<file path="config.mk">
export PLATFORM = sky130hd
export DESIGN_NAME = temp_avg_fmt
export DESIGN_NICKNAME = d
export VERILOG_FILES = /design/src/rtl/tavg_pkg.sv /design/src/rtl/tavg_ctrl.sv /design/src/rtl/tavg_datapath.sv /design/src/rtl/temp_avg_fmt.sv
export SDC_FILE = /design/constraint.sdc
export NUM_CORES = 1
export LEC_CHECK = 0
export CORE_ASPECT_RATIO = 1.5
export CORE_UTILIZATION = 45
export DETAILED_ROUTE_END_ITERATION = 8
export DONT_BUFFER_PORTS = 1
export GPL_TIMING_DRIVEN = 0
export PLACE_DENSITY = 0.58
export SLEW_MARGIN = 25
export SYNTH_ARGS = -nofsm -noshare
export SYNTH_HDL_FRONTEND = slang
export SYNTH_SLANG_ARGS = --single-unit
</file>
<file path="constraint.sdc">
create_clock -name clk -period 10 [get_ports clk]
set_input_delay 2 -clock clk [delete_from_list [all_inputs] [get_ports clk]]
set_output_delay 2 -clock clk [all_outputs]
set_load 0.01 [all_outputs]
</file>
<file path="src/rtl/tavg_pkg.sv">
package tavg_pkg;

  // Strobes passed from the sequencing control to the datapath
  typedef struct packed {
    logic addSample;  // fold the current reading into the sum
    logic publish;    // this reading closes the window
  } tavgStrobe_t;

endpackage

</file>
<file path="src/rtl/tavg_ctrl.sv">
module tavg_ctrl
  import tavg_pkg::*;
#(
  parameter int AVG_LOG2 = 4
) (
  input  logic        clk,
  input  logic        rst,
  input  logic        sampleValid,
  output tavgStrobe_t strobe
);

  localparam int CNT_W = AVG_LOG2;

  logic [CNT_W-1:0] sampleCnt;
  logic             lastSample;

  assign lastSample = (sampleCnt == {CNT_W{1'b1}});

  always_comb begin
    strobe.addSample = sampleValid;
    strobe.publish   = sampleValid && lastSample;
  end

  always_ff @(posedge clk) begin
    if (rst) begin
      sampleCnt <= '0;
    end else if (sampleValid) begin
      sampleCnt <= sampleCnt + 1'b1;
    end
  end

  // idle cycles leave the window position untouched
  a_r3_idle_hold: assert property (@(posedge clk) disable iff (rst)
    !sampleValid |=> $stable(sampleCnt));

  // a window close is followed by a fresh window start
  a_r4_window_restart: assert property (@(posedge clk) disable iff (rst)
    strobe.publish |=> (sampleCnt == '0));

endmodule

</file>
<file path="src/rtl/tavg_datapath.sv">
module tavg_datapath
  import tavg_pkg::*;
#(
  parameter int SAMPLE_W = 14,
  parameter int AVG_LOG2 = 4,
  parameter int RES_W    = 12
) (
  input  logic                clk,
  input  logic                rst,
  input  tavgStrobe_t         strobe,
  input  logic [SAMPLE_W-1:0] sampleData,
  input  logic [RES_W-1:0]    hiLimit,
  input  logic [RES_W-1:0]    loLimit,
  output logic [RES_W-1:0]    result,
  output logic                resultUpd,
  output logic                overTemp,
  output logic                underTemp
);

  localparam int SUM_W     = SAMPLE_W + AVG_LOG2;
  localparam int OFFSET    = 1 << (RES_W - 1);
  localparam int HALF_SPAN = 1 << (RES_W - 2);
  localparam logic signed [SUM_W-1:0] TOP_VAL = SUM_W'(HALF_SPAN);
  localparam logic signed [SUM_W-1:0] BOT_VAL = -SUM_W'(HALF_SPAN);
  localparam logic [RES_W-1:0] MID_CODE = RES_W'(OFFSET);
  localparam logic [RES_W-1:0] LO_CODE  = RES_W'(OFFSET - HALF_SPAN);
  localparam logic [RES_W-1:0] HI_CODE  = RES_W'(OFFSET + HALF_SPAN);

  logic signed [SUM_W-1:0] accReg;
  logic signed [SUM_W-1:0] sampleExt;
  logic signed [SUM_W-1:0] sumNext;
  logic signed [SUM_W-1:0] avgVal;
  logic signed [SUM_W-1:0] satVal;
  logic        [SUM_W-1:0] biased;
  logic        [RES_W-1:0] resNext;

  assign sampleExt = signed'({{AVG_LOG2{sampleData[SAMPLE_W-1]}}, sampleData});
  assign sumNext   = accReg + sampleExt;
  assign avgVal    = sumNext >>> AVG_LOG2;

  always_comb begin
    if (avgVal > TOP_VAL) begin
      satVal = TOP_VAL;
    end else if (avgVal < BOT_VAL) begin
      satVal = BOT_VAL;
    end else begin
      satVal = avgVal;
    end
    biased  = satVal + SUM_W'(OFFSET);
    resNext = biased[RES_W-1:0];
  end

  always_ff @(posedge clk) begin
    if (rst) begin
      accReg    <= '0;
      result    <= MID_CODE;
      resultUpd <= 1'b0;
      overTemp  <= 1'b0;
      underTemp <= 1'b0;
    end else begin
      resultUpd <= strobe.publish;
      if (strobe.publish) begin
        accReg    <= '0;
        result    <= resNext;
        overTemp  <= (resNext > hiLimit);
        underTemp <= (resNext < loLimit);
      end else if (strobe.addSample) begin
        accReg <= sumNext;
      end
    end
  end

  // the published word moves only with the update pulse
  a_r4_result_hold: assert property (@(posedge clk) disable iff (rst)
    !resultUpd |-> $stable(result));

  // the update pulse never lasts two cycles
  a_r4_pulse_single: assert property (@(posedge clk) disable iff (rst)
    resultUpd |=> !resultUpd);

  // the published word stays inside the clamp range
  a_r5_r6_range: assert property (@(posedge clk) disable iff (rst)
    (result >= LO_CODE) && (result <= HI_CODE));

  // the flags are frozen between results
  a_r9_flag_hold: assert property (@(posedge clk) disable iff (rst)
    !resultUpd |-> ($stable(overTemp) && $stable(underTemp)));

  // the over flag matches the limit seen at publish time
  a_r7_over_cmp: assert property (@(posedge clk) disable iff (rst)
    resultUpd |-> (overTemp == (result > $past(hiLimit))));

  // the under flag matches the limit seen at publish time
  a_r8_under_cmp: assert property (@(posedge clk) disable iff (rst)
    resultUpd |-> (underTemp == (result < $past(loLimit))));

endmodule

</file>
<file path="src/rtl/temp_avg_fmt.sv">
module temp_avg_fmt
  import tavg_pkg::*;
#(
  parameter int SAMPLE_W = 14,
  parameter int AVG_LOG2 = 4,
  parameter int RES_W    = 12
) (
  input  logic                clk,
  input  logic                rst,
  input  logic                sampleValid,
  input  logic [SAMPLE_W-1:0] sampleData,
  input  logic [RES_W-1:0]    hiLimit,
  input  logic [RES_W-1:0]    loLimit,
  output logic [RES_W-1:0]    result,
  output logic                resultUpd,
  output logic                overTemp,
  output logic                underTemp
);

  tavgStrobe_t strobe;

  tavg_ctrl #(
    .AVG_LOG2 (AVG_LOG2)
  ) u_ctrl (
    .clk         (clk),
    .rst         (rst),
    .sampleValid (sampleValid),
    .strobe      (strobe)
  );

  tavg_datapath #(
    .SAMPLE_W (SAMPLE_W),
    .AVG_LOG2 (AVG_LOG2),
    .RES_W    (RES_W)
  ) u_dp (
    .clk        (clk),
    .rst        (rst),
    .strobe     (strobe),
    .sampleData (sampleData),
    .hiLimit    (hiLimit),
    .loLimit    (loLimit),
    .result     (result),
    .resultUpd  (resultUpd),
    .overTemp   (overTemp),
    .underTemp  (underTemp)
  );

endmodule

</file>
==> out/results.txt <==
Vias per inst: 5.67
Chip Width: 68.5 um
H-tree depth: 2
Largest net degree at the start of global routing: 12
Pwr dens: 177 nW/um^2
Layout area overhead: 7.09%
Synthesized cell area: 2980 um^2
Crit start category: primary input
Initial antenna violation count: 0
Synth Flop Type: dfxtp_1
Post-synthesis average cell area: 8.24 um^2
Starting Density: 0.463
Via count: 2,531
Setup violators final: 0
Routed wire per std cell: 16.2 um
Core area: 6440 um^2
Max Freq: 161 MHz
RSZ-0062 raised after global routing: no
IO Count: 56
Starting DRT DRC Count: 75
# clock sinks: 37
Final Skew: 0.00550 ns
DP HPWL: 5.87 mm
Synth area leader: dfxtp_1
CP arrival: 6.40 ns
Post-synth top area share: 0.248
Worst R2R Start: u_dp.accReg[0]
Worst vdd ir: 0.0000862 V
Crit-path slowest cell: or3_4
CTS tree: done
Share of cells above drive strength 1: 0.0541
CTS clk-pin slew, worst paths: 0.08 ns
R2r setup slk: 5.12 ns
Nets: 452
Max incr delay on CP: 0.51 ns
Vias in the first global route: 2,515
FF-to-FF path depth: 23
Die Span Y: 102 um
Clock Tree Buf Depth: 2
Slew @ Worst Pin: 0.800 ns
Commonest cells after routing, fill and taps aside: nor2_1, ha_1, dfxtp_1
Max capacitance violation total: 0
Number of synthesized flops with an enable pin: 0
Post-CTS Hold Fix Bufs: 0
Outcome: completed
Crit path from: sampleData[0]
Crit path max fanout: 9
Hold path depth: 2
Total GRT Usage: 0.226
Full die area: 6960 um^2
Resize count post-CTS: 0
Hold Path Origin: u_dp.accReg[7]
Final Cycle Share: 0.622
First-pass GRT wire length: 11.6 mm
Remaining routing DRC violations: 0
Post-Place Worst Slack: 3.44 ns
Endpoints failing hold: 0
Setup ws final: 3.78 ns
TNS Setup: 0 ns
Antenna-violating nets left: 0
Fin cells: 446
Clock latency on the worst-skew pair: 0.30 ns
Crit-path cells: ha_1, inv_1, fa_1, nand2b_1, a211oi_1, o21a_1, o41ai_4, mux2i_1, o2111ai_1, or3_4, o211a_1, buf_6, nor2_1, ha_1, nor2b_1, o21ai_0, nand2b_1, a21oi_1, nor3_1, a211oi_1, o21ai_0, o311ai_0, a21oi_1
Synth Instances: 362
Final Routed Wirelength: 7.23 mm
Yosys Warn Count: 0
Area contributors post-synth: dfxtp_1, ha_1, nor2_1, inv_1, a21oi_1
Diodes inserted: 0
Final Max Tran Viols: 0
Data required, critical path: 10.17 ns
Synthesized flop and latch total: 37
# Post-CTS Setup Buffers: 0
Rows: 36
Path type of the worst min-delay path: reg -> reg
P_leak: 1.53 nW
Commonest non-fill, non-tap cell in the layout: nor2_1
Seq/Total Area, Yosys: 0.248
Pre-antenna DRT Iters: 4
Port bufs: 0
Remaining Overflow, GRT: 0
Max_slew headroom: 0.463
Syn_nets: 445
Inserted Clock Buffers: 5
Synth async-reset ratio: 0
Routability Congestion: 0.871
Placed cells: 438
Tmin final: 6.22 ns
Setup crit end kind: register
Total Power: 565 uW
Critical path class: in -> reg
Distinct cells, synth: 54
Root Buffer: clkbuf_8
critical path: cells and delay by family:
family          cells  cell delay (ns)
compound gates     11             1.98
simple gates        6             1.15
mux                 1             0.19
buf+inv             2             0.20
fa+ha+maj           3             0.87
cells by family after synthesis:
| logic type | Yosys count | synth area share |
|---|---|---|
| compound gates | 88 | 0.216 |
| xor+xnor | 17 | 0.0499 |
| fa+ha+maj | 42 | 0.179 |
| buf+inv | 45 | 0.0688 |
| flops | 37 | 0.248 |
| mux | 11 | 0.0369 |
| simple gates | 122 | 0.201 |
per-stage QoR:
step / util / hold WS (ns) / area, um^2
after floorplan: - / 0.460 / 2980
after global placement: 0.478 / 0.473 / 3080
after detailed placement: 0.478 / 0.485 / 3080
after CTS: 0.496 / 0.501 / 3190
after global routing: 0.496 / 0.524 / 3190
final: 0.496 / 0.497 / 3190
sequential cells by signal, indices dropped and copies added (netlist names):
register	cells
u_dp.accReg	18
u_dp.result	12
u_ctrl.sampleCnt	4
u_dp.overTemp	1
u_dp.resultUpd	1
u_dp.underTemp	1
cells in the mapped netlist (8+ instances only):
cell type	count
nand4_1	11
nor3_1	8
nor2_1	57
xnor2_1	13
mux2i_1	11
inv_1	33
nand2_1	13
a21oi_1	24
ha_1	41
a21o_1	12
o21ai_0	12
dfxtp_1	37
routing by layer:
layer | vias to the layer above | global-route usage | wire [um] | part of all wire
met5 | - | 0 | 0 | 0
met4 | 0 | 0.0769 | 126 | 0.017
met3 | 10 | 0.0484 | 290 | 0.040
met2 | 56 | 0.439 | 3890 | 0.54
met1 | 1157 | 0.224 | 2920 | 0.40
li1 | 1308 | - | - | -
report_power, final:
group	switching (mW)	internal, mW
Clock	0.0564	0.0813
Combinational	0.155	0.106
Sequential	0.00693	0.159
Total	0.218	0.347
final timing paths:
path	to
max	u_dp.overTemp
min	u_dp.accReg[7]
max reg2reg	u_dp.overTemp
min reg2reg	u_dp.accReg[7]
area by class of cell:
class	instances	area, um^2
tap	76	95.1
fill	669	3250
clock buffer	7	86.3
sequential	37	741
multi-input combinational	280	2040
clock inverter	1	30.0
buffer	12	81.3
inverter	33	124
Note: power is estimated with default switching activity, not from simulation.
